**config.mk**
```make
export PLATFORM = sky130hd
export DESIGN_NAME = char_sync_rx
export DESIGN_NICKNAME = d
export VERILOG_FILES = /design/src/rtl/csr_pkg.sv /design/src/rtl/csr_bit_align.sv /design/src/rtl/csr_deframe.sv /design/src/rtl/char_sync_rx.sv
export SDC_FILE = /design/constraint.sdc
export NUM_CORES = 1
export LEC_CHECK = 0
export BUFFER_PORTS_ARGS = -buffer_cell sky130_fd_sc_hd__buf_2
export CORE_AREA = 4 4 85 87
export DETAILED_ROUTE_END_ITERATION = 16
export DIE_AREA = 0 0 89 91
export GPL_ROUTABILITY_DRIVEN = 0
export PLACE_DENSITY_LB_ADDON = 0.12
export SLEW_MARGIN = 20
export SYNTH_ARGS = -nofsm -noshare
export SYNTH_HDL_FRONTEND = slang
export SYNTH_SLANG_ARGS = --single-unit
```
**constraint.sdc**
```tcl
create_clock -name clk -period 4.8 [get_ports clk]
set_input_delay 0 -clock clk [delete_from_list [all_inputs] [get_ports clk]]
set_output_delay 0 -clock clk [all_outputs]
set_load 0.01 [all_outputs]
```
**src/rtl/csr_pkg.sv**
```systemverilog
package csr_pkg;
   typedef enum logic [2:0] {
      ST_WAIT     = 3'd0,
      ST_WAIT_ESC = 3'd1,
      ST_BODY     = 3'd2,
      ST_BODY_ESC = 3'd3,
      ST_CHECK    = 3'd4
   } frm_st_t;
endpackage

```
**src/rtl/csr_bit_align.sv**
```systemverilog
module csr_bit_align #(
   parameter int unsigned   CHAR_W    = 8,
   parameter bit            LSB_FIRST = 1'b1,
   parameter logic [CHAR_W-1:0] SYNC_CODE = 8'h16
) (
   input  logic              clk,
   input  logic              rst_n,
   input  logic              hunt_req,
   input  logic              bit_en,
   input  logic              bit_in,
   output logic              locked,
   output logic              char_vld,
   output logic [CHAR_W-1:0] char_dat
);
   localparam int unsigned CNT_W = (CHAR_W > 2) ? $clog2(CHAR_W) : 1;
   localparam logic [CNT_W-1:0] LAST_BIT = CNT_W'(CHAR_W - 1);

   logic [CHAR_W-1:0] win_q;
   logic [CHAR_W-1:0] win_nxt;
   logic [CNT_W-1:0]  pos_q;

   generate
      if (LSB_FIRST) begin : g_lsb
         assign win_nxt = {bit_in, win_q[CHAR_W-1:1]};
      end else begin : g_msb
         assign win_nxt = {win_q[CHAR_W-2:0], bit_in};
      end
   endgenerate

   always_ff @(posedge clk) begin
      if (!rst_n) begin
         win_q    <= '0;
         pos_q    <= '0;
         locked   <= 1'b0;
         char_vld <= 1'b0;
         char_dat <= '0;
      end else begin
         char_vld <= 1'b0;
         if (bit_en) begin
            win_q <= win_nxt;
         end
         if (hunt_req) begin
            locked <= 1'b0;
            pos_q  <= '0;
         end else if (bit_en) begin
            if (!locked) begin
               if (win_nxt == SYNC_CODE) begin
                  locked <= 1'b1;
                  pos_q  <= '0;
               end
            end else if (pos_q == LAST_BIT) begin
               pos_q    <= '0;
               char_vld <= 1'b1;
               char_dat <= win_nxt;
            end else begin
               pos_q <= pos_q + 1'b1;
            end
         end
      end
   end
endmodule

```
**src/rtl/csr_deframe.sv**
```systemverilog
module csr_deframe
   import csr_pkg::*;
#(
   parameter int unsigned CHAR_W    = 8,
   parameter int unsigned CHK_CHARS = 2,
   parameter logic [CHAR_W-1:0] ESC_CODE = 8'h10,
   parameter logic [CHAR_W-1:0] SOF_CODE = 8'h02,
   parameter logic [CHAR_W-1:0] EOF_CODE = 8'h03
) (
   input  logic                        clk,
   input  logic                        rst_n,
   input  logic                        flush,
   input  logic                        char_vld,
   input  logic [CHAR_W-1:0]           char_dat,
   output logic [CHAR_W-1:0]           data_out,
   output logic                        data_vld,
   output logic                        frame_end,
   output logic                        frame_err,
   output logic [CHAR_W*CHK_CHARS-1:0] chk_out,
   output logic                        chk_vld
);
   localparam int unsigned CHK_BITS = CHAR_W * CHK_CHARS;
   localparam int unsigned CK_W     = $clog2(CHK_CHARS + 1);
   localparam logic [CK_W-1:0] CK_LAST = CK_W'(CHK_CHARS - 1);

   frm_st_t             st_q;
   logic [CK_W-1:0]     ck_cnt_q;
   logic [CHK_BITS-1:0] ck_sr_q;
   logic [CHK_BITS-1:0] ck_nxt;

   generate
      if (CHK_CHARS == 1) begin : g_ck_one
         assign ck_nxt = char_dat;
      end else begin : g_ck_many
         assign ck_nxt = {char_dat, ck_sr_q[CHK_BITS-1:CHAR_W]};
      end
   endgenerate

   always_ff @(posedge clk) begin
      if (!rst_n) begin
         st_q      <= ST_WAIT;
         ck_cnt_q  <= '0;
         ck_sr_q   <= '0;
         data_out  <= '0;
         data_vld  <= 1'b0;
         frame_end <= 1'b0;
         frame_err <= 1'b0;
         chk_out   <= '0;
         chk_vld   <= 1'b0;
      end else begin
         data_vld  <= 1'b0;
         frame_end <= 1'b0;
         frame_err <= 1'b0;
         chk_vld   <= 1'b0;
         if (flush) begin
            st_q <= ST_WAIT;
         end else if (char_vld) begin
            unique case (st_q)
               ST_WAIT: begin
                  if (char_dat == ESC_CODE) st_q <= ST_WAIT_ESC;
               end
               ST_WAIT_ESC: begin
                  if (char_dat == SOF_CODE)      st_q <= ST_BODY;
                  else if (char_dat != ESC_CODE) st_q <= ST_WAIT;
               end
               ST_BODY: begin
                  if (char_dat == ESC_CODE) begin
                     st_q <= ST_BODY_ESC;
                  end else begin
                     data_out <= char_dat;
                     data_vld <= 1'b1;
                  end
               end
               ST_BODY_ESC: begin
                  if (char_dat == ESC_CODE) begin
                     data_out <= char_dat;
                     data_vld <= 1'b1;
                     st_q     <= ST_BODY;
                  end else if (char_dat == EOF_CODE) begin
                     frame_end <= 1'b1;
                     ck_cnt_q  <= '0;
                     st_q      <= ST_CHECK;
                  end else if (char_dat == SOF_CODE) begin
                     st_q <= ST_BODY;
                  end else begin
                     frame_err <= 1'b1;
                     st_q      <= ST_WAIT;
                  end
               end
               ST_CHECK: begin
                  ck_sr_q <= ck_nxt;
                  if (ck_cnt_q == CK_LAST) begin
                     chk_out <= ck_nxt;
                     chk_vld <= 1'b1;
                     st_q    <= ST_WAIT;
                  end else begin
                     ck_cnt_q <= ck_cnt_q + 1'b1;
                  end
               end
               default: st_q <= ST_WAIT;
            endcase
         end
      end
   end
endmodule

```
**src/rtl/char_sync_rx.sv**
```systemverilog
module char_sync_rx #(
   parameter int unsigned CHAR_W    = 8,
   parameter bit          LSB_FIRST = 1'b1,
   parameter int unsigned CHK_CHARS = 2,
   parameter logic [CHAR_W-1:0] SYNC_CODE = 8'h16,
   parameter logic [CHAR_W-1:0] ESC_CODE  = 8'h10,
   parameter logic [CHAR_W-1:0] SOF_CODE  = 8'h02,
   parameter logic [CHAR_W-1:0] EOF_CODE  = 8'h03
) (
   input  logic                        clk,
   input  logic                        rst_n,
   input  logic                        hunt_req,
   input  logic                        bit_en,
   input  logic                        bit_in,
   output logic                        locked,
   output logic [CHAR_W-1:0]           data_out,
   output logic                        data_vld,
   output logic                        frame_end,
   output logic                        frame_err,
   output logic [CHAR_W*CHK_CHARS-1:0] chk_out,
   output logic                        chk_vld
);
   generate
      if (CHAR_W < 3) begin : g_bad_w
         $error("char_sync_rx: CHAR_W must be at least 3");
      end
      if (CHK_CHARS < 1) begin : g_bad_ck
         $error("char_sync_rx: CHK_CHARS must be at least 1");
      end
      if (ESC_CODE == SOF_CODE || ESC_CODE == EOF_CODE || SOF_CODE == EOF_CODE) begin : g_bad_codes
         $error("char_sync_rx: control codes must differ");
      end
   endgenerate

   logic              ch_vld;
   logic [CHAR_W-1:0] ch_dat;

   csr_bit_align #(
      .CHAR_W    (CHAR_W),
      .LSB_FIRST (LSB_FIRST),
      .SYNC_CODE (SYNC_CODE)
   ) u_align (
      .clk      (clk),
      .rst_n    (rst_n),
      .hunt_req (hunt_req),
      .bit_en   (bit_en),
      .bit_in   (bit_in),
      .locked   (locked),
      .char_vld (ch_vld),
      .char_dat (ch_dat)
   );

   csr_deframe #(
      .CHAR_W    (CHAR_W),
      .CHK_CHARS (CHK_CHARS),
      .ESC_CODE  (ESC_CODE),
      .SOF_CODE  (SOF_CODE),
      .EOF_CODE  (EOF_CODE)
   ) u_deframe (
      .clk       (clk),
      .rst_n     (rst_n),
      .flush     (hunt_req),
      .char_vld  (ch_vld),
      .char_dat  (ch_dat),
      .data_out  (data_out),
      .data_vld  (data_vld),
      .frame_end (frame_end),
      .frame_err (frame_err),
      .chk_out   (chk_out),
      .chk_vld   (chk_vld)
   );
endmodule

```
==> summary.md, run 1 <==
| Metric | Value |
|---|---|
| Status | finished clean |
| Final WL | between 5000 and 6000 um |
| Ys flop type | dfxtp_1 |
| Slew headroom | between 30% and 40% |
| Pwr dens | about 310 nW/um2 |
| Die area | slightly above 8000 um2 |
| RSZ-0062 raised after global routing | false |
| CP arrival | approximately 2700 ps |
| Filler cells | 640 |
| Metal2 WL | 2270 um |
| Count leader, synth | dfxtp_1 |
| Nets | between 200 and 300 |
| Diode count | 0 |
| Largest net degree at the start of global routing | 62 |
| Worst-path fanout max | 9 |
| Synth warn | 0 |
| DR WL/cell | roughly 14 um |
| Power, Total | approximately 900 uW |
| Syn nets | roughly 270 |
| CP Launch Type | register |
| Top routing layer in use | met4 |
| Synth unique cells | 32 |
| Synth Instances | ~260 |
| Congestion Overflow GR | 0 |
| Post-synthesis sequential area ratio | 48.5% |
| Setup Skew | 6.13 ps |
| Die width | around 90 um |
| Die Ht | 91 um |
| Worst slew pin tran | between 900 and 1000 ps |
| Mapped cell area | about 2500 um2 |
| Root buffer cell | clkbuf_8 |
| Post-synthesis register bit count | between 60 and 70 |
| Fmax | between 0.4 and 0.5 GHz |
| Core footprint | roughly 6300 um2 |
| Met3 WL post-DR | between 200 and 250 um |
| Final core occ | between 40% and 50% |
| CTS H-tree lvls | 3 |
| Setup_tns | 0 ps |
| Final hold vios | 0 |
| Yosys top cell area share | about half |
| Tmin final | about 2400 ps |
| Crit end category | register |
| Postcts setup bufs | 0 |
| Drt pass-1 iters | 4 |
| DPL Wire Length | approximately 3500 um |
| EDFF count, synth | 0 |
| Commonest cells post-synth | dfxtp_1 (61), mux2i_1 (39), nand2_1 (36), nor2b_1 (31), clkbuf_1 (16) |
| Lkg Pwr | 1.16 nW |
| Worst min path class | in -> reg |
| Total track usage | between 10 and 15% |
| Number of top-level pins | 34 |
| DR DRC count | 0 |
| Share of cells above drive strength 1 | between 10% and 20% |
| Remaining antenna violation count | 0 |
| Initial antenna violation count | 0 |
| Port buffer count | 33 |
| CTS buffer count | 9 |
| Post-synth top area cell | dfxtp_1 |
| CTS tree | done |
| Top cells by area, synth | dfxtp_1 (48%), mux2i_1 (15%), nor2b_1 (7.7%), nand2_1 (5.4%), a21boi_0 (3.0%) |
| CP required | 5040 ps |
| First-pass GRT wire length | 8760 um |
| Worst VDD drop | 0.249 mV |
| Site Rows | 29 |
| Wl on met1 | roughly 2600 um |
| CTS sink cnt | about 60 |
| Final Max Tran Viols | 0 |
| Fin crit share | between 50% and 60% |
| # setup viols final | 0 |
| Vias per cell | ~5.0 |
| Initial core utilization | between 30 and 40% |
| Clk slew on worst S/H paths | roughly 70 ps |
| Vias | 1869 |
| Post-synth ARST share | 0% |
| Mean Syn Cell Area | ~9.6 um2 |
| Longest Clk Path Bufs | 2 |
| Iter 0 DRT Violations | approximately 180 |
| Crit Path Category | reg -> reg |
| Synth-to-Final Area Change | 14.9% |
| Vias in the first global route | between 1500 and 2000 |
| Max-cap viol count | 0 |
| Clk_lat worst skew | between 300 and 400 ps |
## cells by family after synthesis
| logic type | count (synthesis) | share of synthesized area (%) |
|---|---|---|
| fa+ha+maj | 3 | 1.49 |
| simple gates | 107 | 23.4 |
| compound gates | 29 | 7.30 |
| flops | 61 | 48.5 |
| buf+inv | 24 | 3.82 |
| mux | 39 | 15.5 |
## what timing repair did
action                                 in CTS  in global routing
hold buffers                                1                  0
endpoints found under the hold margin       2                  0
resized for setup                           0                  0
## layout by cell type (no fill, tap or decap), types with 4 or more instances in the layout
cell	n
a21boi_0	10
a21oi_1	10
buf_2	33
clkbuf_8	9
clkinv_2	4
dfxtp_1	61
inv_1	5
mux2i_1	39
nand2_1	36
nand3_1	5
nand3b_1	5
nor2b_1	31
nor4_1	4
o21ai_0	4
## layer usage
layer | vias to the layer above | GRT usage, %
met5 | - | 0
met2 | 37 | 20.5
li1 | 959 | -
met1 | 869 | 18.9
met3 | 4 | 4.43
met4 | 0 | 4.09
## path summary, 6_finish.rpt
kind | startpoint | end | slack [ps] | cells past startpoint
min reg2reg | u_deframe.data_out[7] | u_deframe.data_out[7] | 460 | 2
max | u_align.char_dat[7] | u_deframe.data_out[1] | 2400 | 4
max reg2reg | u_align.char_dat[7] | u_deframe.data_out[1] | 2400 | 4
min | bit_en | u_align.pos_q[1] | 70 | 3
## final cells by class
type / count / area [um2] / share of cell area [%]
inverters: 5 / 18.8 / 0.648
clock buffers: 11 / 131 / 4.54
flip-flops and latches: 61 / 1220 / 42.2
clock inverters: 5 / 27.5 / 0.951
multi-input cells: 178 / 1220 / 42.0
repair buffers: 35 / 183 / 6.31
well taps: 77 / 96.3 / 3.33
## critical path, stage by stage (launching register included)
cell and delay, ps:
dfxtp_1 350, or4_1 650, o31a_1 370, nor4_4 660, mux2i_1 280
## flip-flops by register name, summed over array words and instances, names as in the netlist
register,count
u_align.char_dat,8
u_align.char_vld,1
u_align.locked,1
u_align.pos_q,3
u_align.win_q,7
u_deframe.chk_out,16
u_deframe.chk_vld,1
u_deframe.ck_cnt_q,2
u_deframe.ck_sr_q,8
u_deframe.data_out,8
u_deframe.data_vld,1
u_deframe.frame_end,1
u_deframe.frame_err,1
u_deframe.st_q,3
## power breakdown
| part | switching, mW | internal (mW) |
|---|---|---|
| Clock | 0.188 | 0.184 |
| Combinational | 0.0129 | 0.0110 |
| Sequential | 0.00243 | 0.509 |
## metrics by stage
step | setup WS [ps] | instances | hold WS (ps) | cell area (um2)
3_3_place_gp | 2140 | 355 | 302 | 2720
3_5_place_dp | 2130 | 355 | 294 | 2720
6_report | 2400 | 372 | 74.0 | 2900
5_1_grt | 2240 | 372 | 92.8 | 2900
2_1_floorplan | 2860 | 263 | 145 | 2520
4_1_cts | 2070 | 372 | 59.8 | 2890
(Power assumes the default switching activity.)
==> run 2: changes to the inputs <==
==> constraint.sdc (replaced) <==
create_clock -name clk -period 2.37 [get_ports clk]
set_input_delay 0 -clock clk [delete_from_list [all_inputs] [get_ports clk]]
set_output_delay 0 -clock clk [all_outputs]
set_load 0.01 [all_outputs]
==> summary.md, run 2 (same netlist as run 1, synthesis figures left out) <==
| Metric | Value |
|---|---|
| Crit end category | register |
| Worst slew pin tran | 607 ps (-362 ps) |
| Drt pass-1 iters | 4 (unchanged) |
| Slew headroom | 59.2% (+24 points) |
| Die area | 8100 um2 (unchanged) |
| Root buffer cell | clkbuf_8 |
| Placed inst area | 2740 um2 (+0.83%) |
| CP arrival | 2340 ps (-310 ps) |
| Crit Path Category | reg -> reg |
| Longest Clk Path Bufs | 2 (unchanged) |
| Vias | 1838 (-1.7%) |
| Iter 0 DRT Violations | 140 (-23%) |
| Worst VDD drop | 0.456 mV (+83%) |
| Power, Total | 1.96 mW (+120%) |
| CP Launch Type | register |
| Postcts setup bufs | 0 (unchanged) |
| Cell Chain, Critical Path | or4_1 -> o31a_1 -> nor4_2 -> buf_4 -> mux2i_1 |
| CTS tree | done |
| Status | finished clean |
| Most frequent cells in the layout | dfxtp_1 (61), mux2i_1 (39), nand2_1 (36) |
| Pwr dens | 665 nW/um2 (+110%) |
| Setup WS post-layout | 288 ps (-2110 ps) |
| Congestion Overflow GR | 0 (unchanged) |
| Max-cap viol count | 0 (unchanged) |
| CP required | 2630 ps (-2410 ps) |
| Die width | 89 um (unchanged) |
| Nets | 301 (+1.0%) |
| Clk slew on worst S/H paths | 60 ps (about the same) |
| Clk_lat worst skew | 330 ps (about the same) |
| CTS H-tree lvls | 3 (unchanged) |
| Vias per cell | 4.90 (-2.4%) |
| Share of cells above drive strength 1 | 18.8% (+1.5 points) |
| Pre-CTS setup slack | 303 ps (-1830 ps) |
| Worst hold path startpoint | bit_en |
| RSZ-0062 raised after global routing | false |
| Die Ht | 91 um (unchanged) |
| DR WL/cell | 13.7 um (-1.3%) |
| Final WL | 5150 um (-0.48%) |
| Diode count | 0 (unchanged) |
| DR DRC count | 0 (unchanged) |
| Setup Skew | 5.42 ps (-0.708 ps) |
| Initial antenna violation count | 0 (unchanged) |
| Final hold vios | 0 (unchanged) |
| Hold depth | 3 (unchanged) |
| Site Rows | 29 (unchanged) |
| First-pass GRT wire length | 8840 um (+0.86%) |
| Sequential cell area | 1220 um2 (unchanged) |
| Worst-path fanout max | 9 (unchanged) |
| Gates resized, CTS repair | 0 (unchanged) |
| # setup viols final | 0 (unchanged) |
| Final core occ | 46.4% (+0.81 points) |
| Fin cells | 375 (+0.81%) |
| CTS sink cnt | 61 (unchanged) |
| Fin crit share | 87.8% (+38 points) |
| RR Startpoint | u_align.char_dat[7] |
| DPL Wire Length | 3470 um (-1.8%) |
| Vias in the first global route | 1801 (+1.8%) |
| Setup_tns | 0 ps (unchanged) |
| Remaining antenna violation count | 0 (unchanged) |
| Number of top-level pins | 34 (unchanged) |
| Largest net degree at the start of global routing | 61 (-1.6%) |
| Port buffer count | 33 (unchanged) |
| Initial core utilization | 39.7% (unchanged) |
| Top reg by flops | u_deframe.chk_out |
| Max stage delay on crit path | 650 ps (about the same) |
| Lkg Pwr | 1.20 nW (+3.0%) |
| Core footprint | 6350 um2 (unchanged) |
| Total track usage | 13.9% (+0.16 points) |
| FF-to-FF End | u_deframe.data_out[1] |
| Reg2Reg Depth | 5 (+1) |
| Tmin final | 2080 ps (-320 ps) |
| Multi-input gate area | 1210 um2 (-0.72%) |
| Commonest non-fill, non-tap cell in the layout | dfxtp_1 |
| Final Instance Area | 2950 um2 (+1.8%) |
| Worst min path class | in -> reg |
| Fmax | 0.480 GHz (+15%) |
| Synth-to-Final Area Change | 16.9% |
| R2r setup slk | 290 ps (-2110 ps) |
| Final Max Tran Viols | 0 (unchanged) |
| CTS hold repair buffers | 1 (unchanged) |
| Hold worst-path end | u_align.pos_q[1] |
| Hold WS | 62.8 ps (-11.2 ps) |
| Dpl cells | 358 (+0.85%) |
| CTS buffer count | 9 (unchanged) |
| Largest register FFs | 16 (unchanged) |
| Filler cells | 639 (-0.16%) |
| Worst path slowest cell | or4_1 |
run 2: cell types whose count changed in the layout (fill, tap and decap cells not counted), sizes merged:
cell    delta
clkinv     -2
buf        +3
clkbuf     +2
run 2: layout make-up:
cell class | instances | share of cell area, %
clock buffer | 13 | 6.07
clock inverter | 3 | 0.594
timing repair buffer | 38 | 6.96
sequential | 61 | 41.4
tap | 77 | 3.27
inverter | 5 | 0.637
multi-input combinational | 178 | 41.0
run 2: where the power goes:
part / internal (mW) / switching (mW) / leakage (nW)
clock network: 0.490 / 0.384 / 0.101
registers: 1.03 / 0.00489 / 0.492
logic: 0.0231 / 0.0267 / 0.605
run 2: routing by layer:
layer / global-route usage (%) / wire, um
met1: 19.9 / 2690
met5: 0 / 0
met2: 19.2 / 2110
met4: 4.47 / 68
met3: 5.25 / 277
run 2: worst max path at each step:
stage / start / end / slack, ps / cells past startpoint
floorplan: u_align.char_dat[7] / u_deframe.data_out[3] / 430 / 6
global placement: u_align.char_dat[7] / u_deframe.data_out[7] / 340 / 5
detailed placement: u_align.char_dat[7] / u_deframe.data_out[5] / 300 / 5
CTS: u_align.char_dat[7] / u_deframe.data_out[0] / 280 / 5
global route: u_align.char_dat[7] / u_deframe.data_out[4] / 120 / 5
finish: u_align.char_dat[7] / u_deframe.data_out[1] / 290 / 5
run 2: worst max-delay path, delay by kind of cell (launching register included):
kind / cells / cell delay (ps)
compound gates: 1 / 350
simple gates: 2 / 890
mux: 1 / 190
flops: 1 / 350
buf+inv: 1 / 230
